`config.mk`:
```
export PLATFORM = sky130hd
export DESIGN_NAME = approx_seg_mul
export DESIGN_NICKNAME = d
export VERILOG_FILES = /design/src/rtl/seg_mul_pkg.sv /design/src/rtl/seg_window_pick.sv /design/src/rtl/seg_small_bias.sv /design/src/rtl/shift_add_core.sv /design/src/rtl/approx_seg_mul.sv
export SDC_FILE = /design/constraint.sdc
export NUM_CORES = 1
export LEC_CHECK = 0
export ABC_AREA = 1
export BUFFER_PORTS_ARGS = -buffer_cell sky130_fd_sc_hd__buf_2
export CAP_MARGIN = 5
export CORE_MARGIN = 2
export CORE_UTILIZATION = 49
export DETAILED_ROUTE_END_ITERATION = 12
export PLACE_DENSITY = 0.74
export SYNTH_ARGS = -nofsm -noshare
export SYNTH_HDL_FRONTEND = slang
export SYNTH_SLANG_ARGS = --single-unit
```
`constraint.sdc`:
```
create_clock -name vclk -period 11.4
set_input_delay 2.28 -clock vclk [all_inputs]
set_output_delay 2.28 -clock vclk [all_outputs]
set_load 0.005 [all_outputs]
```
`src/rtl/seg_mul_pkg.sv`:
```
package seg_mul_pkg;

    localparam int OP_W    = 16;
    localparam int SEG_W   = 8;
    localparam int PROD_W  = 2 * OP_W;
    localparam int CORE_W  = 2 * SEG_W;
    localparam int MAX_SH  = OP_W - SEG_W;
    localparam int SH_W    = $clog2(MAX_SH + 1);
    localparam int TOT_W   = SH_W + 1;
    localparam int LEAD_W  = $clog2(OP_W);
    localparam int BIAS_LT = 15;

    typedef enum logic {
        SEL_STATIC  = 1'b0,
        SEL_DYNAMIC = 1'b1
    } sel_mode_e;

    typedef struct packed {
        logic [SEG_W-1:0] seg;
        logic [SH_W-1:0]  sh;
    } seg_pick_t;

    function automatic logic [LEAD_W-1:0] top_one_idx(input logic [OP_W-1:0] v);
        logic [LEAD_W-1:0] idx;
        idx = '0;
        for (int i = 0; i < OP_W; i++) begin
            if (v[i]) idx = LEAD_W'(i);
        end
        return idx;
    endfunction

endpackage

```
`src/rtl/seg_window_pick.sv`:
```
module seg_window_pick
    import seg_mul_pkg::*;
(
    input  logic [OP_W-1:0] op,
    input  sel_mode_e       mode,
    output seg_pick_t       pick
);

    logic              upper_any;
    logic [LEAD_W-1:0] lead;
    logic [SH_W-1:0]   sh;
    logic [OP_W-1:0]   moved;

    always_comb begin
        upper_any = |op[OP_W-1:SEG_W];
        lead      = top_one_idx(op);
        if (!upper_any) begin
            sh = '0;
        end else if (mode == SEL_STATIC) begin
            sh = SH_W'(MAX_SH);
        end else begin
            sh = SH_W'(lead - LEAD_W'(SEG_W - 1));
        end
        moved    = op >> sh;
        pick.seg = moved[SEG_W-1:0];
        pick.sh  = sh;
    end

endmodule

```
`src/rtl/seg_small_bias.sv`:
```
module seg_small_bias
    import seg_mul_pkg::*;
(
    input  logic [SEG_W-1:0] seg_in,
    input  logic             bias_en,
    output logic [SEG_W-1:0] seg_out
);

    always_comb begin
        if (bias_en && (seg_in < SEG_W'(BIAS_LT))) seg_out = seg_in + SEG_W'(1);
        else                                         seg_out = seg_in;
    end

endmodule

```
`src/rtl/shift_add_core.sv`:
```
module shift_add_core
    import seg_mul_pkg::*;
(
    input  logic [SEG_W-1:0]  mcand,
    input  logic [SEG_W-1:0]  ctrl,
    output logic [CORE_W-1:0] prod
);

    logic [CORE_W-1:0] row [SEG_W];

    for (genvar g = 0; g < SEG_W; g++) begin : g_row
        assign row[g] = ctrl[g] ? (CORE_W'(mcand) << g) : '0;
    end

    always_comb begin
        prod = '0;
        for (int i = 0; i < SEG_W; i++) prod = prod + row[i];
    end

endmodule

```
`src/rtl/approx_seg_mul.sv`:
```
module approx_seg_mul
    import seg_mul_pkg::*;
(
    input  logic [OP_W-1:0]   op_a,
    input  logic [OP_W-1:0]   op_b,
    input  logic              sel_dyn,
    input  logic              enh_en,
    output logic [PROD_W-1:0] product
);

    sel_mode_e         mode;
    seg_pick_t         pick_a;
    seg_pick_t         pick_b;
    logic [SEG_W-1:0]  ctrl_seg;
    logic [CORE_W-1:0] core_p;
    logic [TOT_W-1:0]  sh_tot;
    logic              zero_in;

    assign mode = sel_mode_e'(sel_dyn);

    seg_window_pick u_pick_a (.op(op_a), .mode(mode), .pick(pick_a));
    seg_window_pick u_pick_b (.op(op_b), .mode(mode), .pick(pick_b));

    seg_small_bias u_bias (
        .seg_in  (pick_b.seg),
        .bias_en (enh_en),
        .seg_out (ctrl_seg)
    );

    shift_add_core u_core (
        .mcand (pick_a.seg),
        .ctrl  (ctrl_seg),
        .prod  (core_p)
    );

    always_comb begin
        zero_in = (op_a == '0) || (op_b == '0);
        sh_tot  = TOT_W'(pick_a.sh) + TOT_W'(pick_b.sh);
        product = zero_in ? '0 : (PROD_W'(core_p) << sh_tot);
    end

endmodule

```
# --- Word-level counts from Yosys, hierarchy flattened ---
# Index checks and enable logic that the tools add are counted.
totals:
  reg_bits: 0
  in_bits: 34
  output_inout_bits: 32
  word_cells: 65
classes:
  add_sub_neg: 11
  order_cmp: 1
  shifts: 3
  n_mux: 44
  n_reduce_logical: 6
ops:
  columns: ["cell", "count"]
  rows:
  - ["$mux 4", 20]
  - ["$add 16x16->16", 3]
  - ["$logic_not 16->1", 2]
  - ["$mux 32", 1]
  - ["$shl 16x5->32", 1]
  - ["$shr 16x4->8", 2]
  - ["$mux 3", 8]
  - ["$add 16x12->16", 1]
  - ["$add 16x13->16", 1]
  - ["$add 16x14->16", 1]
  - ["$add 16x15->16", 1]
  - ["$mux 8", 2]
  - ["$reduce_or 8->1", 2]
  - ["$mux 15", 1]
  - ["$mux 14", 1]
  - ["$mux 13", 1]
  - ["$mux 12", 1]
  - ["$mux 11", 1]
  - ["$mux 10", 1]
  - ["$mux 9", 1]
  - ["$add 8x1->8 const B", 1]
  - ["$lt 8x4->1 const B", 1]
  - ["$mux 2", 4]
  - ["$sub 4x3->4 const B", 2]
  - ["4 further kinds", 5]

# --- Depth between registers and ports, before layout ---
logic_depth:
  depth_word: 32
  mapped_depth: 61
  depth_no_buf: 60

# --- By module ---
# From an unflattened synthesis, not the netlist that was laid out.
hier_totals:
  cells_unflattened: 1068
  area_unflattened_um2: 5641.7
by_module_without_submodules:
  columns: ["module", "instances", "cells_per_inst", "area_each_um2", "seq_area_each_um2"]
  rows:
  - ["shift_add_core", 1, 306, 2067.0, 0.0]
  - ["seg_window_pick", 2, 195, 939.7, 0.0]
  - ["approx_seg_mul", 1, 338, 1506.4, 0.0]
  - ["seg_small_bias", 1, 34, 188.9, 0.0]

# --- Least setup slack after synthesis ---
# No wires, ideal clock.
synth_path:
  kind: "input to output"
  startpoint: "input port op_b[3]"
  endpoint: "output port product[17]"
  t_arrival_ns: 9.546
  required_ns: 9.120
  path_slack_ns: -0.426
  path_stages: 55
  path_buffers: 2
  path_cell_list: "inv_1 -> nand2_1 -> nand2_1 -> nand2_1 -> nand2_1 -> nand2_1 -> nand2_1 -> nand2_1 -> nand2_1 -> nand2_1 -> nand2_1 -> nand2_1 -> nand2_2 -> buf_6 -> nand2_1 -> ha_1 -> nand2_4 -> clkbuf_1 -> [19 not listed] -> ha_1 -> inv_1 -> nor3_1 -> nand2_1 -> and3_1 -> inv_1 -> a21oi_1 -> o21ai_0 -> a21oi_1 -> o21ai_0 -> xnor2_1 -> nand2_1 -> o21ai_0 -> or2_2 -> nand2_1 -> nand2_1 -> o211ai_1 -> a21boi_1"
synth_between:
  elab_chain_cells: 30
  word_cells_on_any_way: 41
  cone_classes: "10 x add/sub; 1 x order compare; 2 x shift; 25 x mux; 3 x reduce/logical"
synth_rtl:
  columns: ["item", "line", "source"]
  rows:
  - ["start, declared", "approx_seg_mul.sv:5", "input logic [OP_W-1:0] op_b,"]
  - ["$mux 2", "seg_mul_pkg.sv:27", "if (v[i]) idx = LEAD_W'(i);"]
  - ["$mux 3 (4 in series)", "seg_mul_pkg.sv:27", null]
  - ["$mux 4 (8 in series)", "seg_mul_pkg.sv:27", null]
  - ["$sub 4x3->4", "seg_window_pick.sv:22", "sh = SH_W'(lead - LEAD_W'(SEG_W - 1));"]
  - ["$mux 4", "seg_window_pick.sv:19", "end else if (mode == SEL_STATIC) begin"]
  - ["$mux 4", "seg_window_pick.sv:17", "if (!upper_any) begin"]
  - ["$shr 16x4->8", "seg_window_pick.sv:24", "moved = op >> sh;"]
  - ["$lt 8x4->1", "seg_small_bias.sv:10", "if (bias_en && (seg_in < SEG_W'(BIAS_LT))) seg_out = seg_in + SEG_W'(1);"]
  - ["[2 not listed]", null, null]
  - ["$mux 8 / $mux 9 (equally long branches)", "shift_add_core.sv:12", "assign row[g] = ctrl[g] ? (CORE_W'(mcand) << g) : '0;"]
  - ["$add 16x16->16 (3 in series)", "shift_add_core.sv:17", "for (int i = 0; i < SEG_W; i++) prod = prod + row[i];"]
  - ["$add 16x12->16", "shift_add_core.sv:17", null]
  - ["$add 16x13->16", "shift_add_core.sv:17", null]
  - ["$add 16x14->16", "shift_add_core.sv:17", null]
  - ["$add 16x15->16", "shift_add_core.sv:17", null]
  - ["$shl 16x5->32", "approx_seg_mul.sv:39", "product = zero_in ? '0 : (PROD_W'(core_p) << sh_tot);"]
  - ["$mux 32 *", "approx_seg_mul.sv:39", null]
  - ["end, declared", "approx_seg_mul.sv:8", "output logic [PROD_W-1:0] product"]
# Mark *: on every way between the ends. The rest lies on a longest branch, timed or not.

# --- Final worst setup path ---
layout_path:
  startpoint: "input port op_b[1]"
  endpoint: "output port product[17]"
layout_between:
  elab_chain_cells: 32
  word_cells_on_any_way: 43
  cone_classes: "10 x add/sub; 1 x order compare; 2 x shift; 27 x mux; 3 x reduce/logical"
layout_rtl:
  columns: ["item", "line"]
  rows:
  - ["$mux 1", "seg_mul_pkg.sv:27"]
  - ["$mux 2 (2 in series)", "seg_mul_pkg.sv:27"]
  - ["$mux 3 (4 in series)", "seg_mul_pkg.sv:27"]
  - ["$mux 4 (8 in series)", "seg_mul_pkg.sv:27"]
  - ["$sub 4x3->4", "seg_window_pick.sv:22"]
  - ["$mux 4", "seg_window_pick.sv:19"]
  - ["$mux 4", "seg_window_pick.sv:17"]
  - ["$shr 16x4->8", "seg_window_pick.sv:24"]
  - ["[3 not listed]", null]
  - ["$mux 8 / $mux 9 (equally long branches)", "shift_add_core.sv:12"]
  - ["$add 16x16->16 (3 in series)", "shift_add_core.sv:17"]
  - ["$add 16x12->16", "shift_add_core.sv:17"]
  - ["$add 16x13->16", "shift_add_core.sv:17"]
  - ["$add 16x14->16", "shift_add_core.sv:17"]
  - ["$add 16x15->16", "shift_add_core.sv:17"]
  - ["$shl 16x5->32", "approx_seg_mul.sv:39"]
  - ["$mux 32 *", "approx_seg_mul.sv:39"]
# Marked as above.

==> metrics.md <==
| Metric | Value |
|---|---|
| Sequential cell area | `0 um^2` |
| Final wirelength | `15600 um` |
| Vias in the first global route | `5731` |
| Post-synth top area share | `18.4%` |
| Nature of the critical path endpoint | `output port` |
| Antenna cells | `0` |
| Seq/Total Area, Yosys | `0%` |
| Synth top area cells | `nand2_1, fa_1, inv_1, ha_1, nand3_1` |
| Worst hold path class | `input pin to output port` |
| Final worst slack | `-0.439 ns` |
| Most used cell, CP | `nand2_1` |
| Finished Core Util | `70.4%` |
| Setup violators final | `24` |
| Initial antenna violation count | `0` |
| CTS Hold Bufs | `0` |
| Die area | `10800 um^2` |
| Critical path startpoint | `op_b[1]` |
| Rel. slew slack | `30.9%` |
| TNS Setup | `-8.07 ns` |
| Max Clock Freq | `84.5 MHz` |
| Die W | `104 um` |
| Core area | `9730 um^2` |
| Synth-to-Final Area Change | `40.2%` |
| GRT Residual Overflow | `0` |
| Worst Max-Slew Pin Slew | `1.03 ns` |
| Unrepaired setup endpoints after global routing | `true` |
| GPL Wtd Cong | `0.974` |
| Final Cycle Share | `104%` |
| Number of buffers added on ports | `66` |
| Die height | `104 um` |
| Cell Area, Synth | `4880 um^2` |
| HP Start | `op_a[1]` |
| Cell Pwr Density | `331 nW/um^2` |
| Count leader, synth | `nand2_1` |
| Failing checks | `negative setup slack` |
| Slew Viols, Final | `0` |
| DR WL/cell | `13.4 um` |
| Avg Inst Size Synth | `5.74 um^2` |
| Starting density of the core | `50.2%` |
| Setup crit start kind | `input pin` |
| Number of distinct library cells after synthesis | `48` |
| Via count | `6091` |
| Layout fillers | `873` |
| Gr usage total | `27.3%` |
| Leak pwr | `3.76 nW` |
| Peak VDD IR | `0.000281 V` |
| DRC Markers | `0` |
| Cells after Synth | `851` |
| 1st-iter DRT viols | `310` |
| Synth area leader | `nand2_1` |
| # clk buffers | `0` |
| Syn nets | `962` |
| I/O Pins | `66` |
| Share of cells above drive strength 1 | `33.9%` |
| First-pass GRT wire length | `25400 um` |
| Post-synth top cells | `nand2_1, inv_1, nor2_1` |
| Cell Rows | `36` |
| Fin crit period | `11.84 ns` |
| Largest net degree at the start of global routing | `25` |
| Critical path peak fanout | `6` |
| Required time worst endpoint | `9.12 ns` |
| MaxCap Viol Count | `0` |
| Via/cell ratio | `5.26` |
| Drt first pass iters | `5` |
| Final Hold Viols | `0` |
| Status | `finished with violations` |
| Critical path's slowest cell | `fa_1` |
| Dpl hpwl | `12000 um` |
| # nets final | `1139` |
| Sequential cell count | `0` |
| YS warnings | `0` |
| Critical path class | `input pin to output port` |
| Critical path's largest stage delay | `0.64 ns` |
| Crit path arrival time | `9.56 ns` |
| ANT nets after route | `0` |
-- timing repair --
item	in CTS	in global routing
gates resized for setup	81	61
pin swaps	33	39
gates cloned	1	1
setup endpoints to repair	21	24
setup buffers	19	6
-- area by class of cell --
cell class	count	area [um^2]	share of cell area, %
multi-input combinational	689	4720	69.0
timing repair buffer	199	1420	20.7
inverter	137	533	7.79
tap	133	166	2.43
timing repair inverter	1	6.26	0.0914
-- worst max-delay path, delay by kind of cell --
kind / cells / cell delay, ns
buffers and inverters: 7 / 0.60
AOI/OAI and AO/OA: 8 / 1.36
and+or+nand+nor: 31 / 2.39
adders and majority gates: 7 / 2.74
xor gates and xnor gates: 1 / 0.15
-- routing by layer --
layer	wire length (um)	part of all wire (%)	global-route usage, %
met3	721	4.6	0.818
met5	0	0	0
met1	6830	44	36.7
met2	7720	50	50.1
met4	287	1.8	3.19
-- where the power goes --
group | switching, mW | internal (mW) | leakage (nW) | total, mW
clock | 0 | 0 | 0 | 0
sequential | 0 | 0 | 0 | 0
combinational | 1.23 | 1.03 | 3.76 | 2.26
total | 1.23 | 1.03 | 3.76 | 2.26
-- final timing paths --
check / slack, ns / end / depth (start not counted)
hold / removal: 5.50 / product[12] / 6
setup / recovery: -0.44 / product[17] / 54
-- cell families (layout without fill, tap and decap cells) --
logic type                 after synthesis  after routing  share of synthesized area, %
xor gates and xnor gates                14             14                          2.51
muxes                                    2              2                         0.410
and+or+nand+nor                        473            473                          43.6
AOI/OAI and AO/OA                      123            123                          14.6
adders and majority gates               77             77                          25.7
buffers and inverters                  162            337                          13.2
-- layout by cell type, fill, tap and decap left out, drive strengths merged, types with 17 or more instances in the layout --
master / netlist / layout
a21oi: 21 / 21
buf: 12 / 199
fa: 39 / 39
ha: 38 / 38
inv: 134 / 136
nand2: 248 / 248
nand3: 98 / 98
nand4: 17 / 17
nor2: 95 / 95
o21ai: 67 / 67
-- stage by stage --
stage	worst slack, ns	hold WS (ns)	power (mW)	std cells	cell area, um^2
2_1_floorplan	0.0284	4.96	1.22	851	4980
3_3_place_gp	-0.332	5.49	1.70	1135	6180
3_5_place_dp	-0.424	5.51	1.73	1135	6180
4_1_cts	-0.111	5.50	2.01	1155	6580
5_1_grt	-0.814	5.64	2.50	1159	6850
6_report	-0.439	5.50	2.26	1159	6850
No activity file was read; power rests on OpenSTA's default activity.
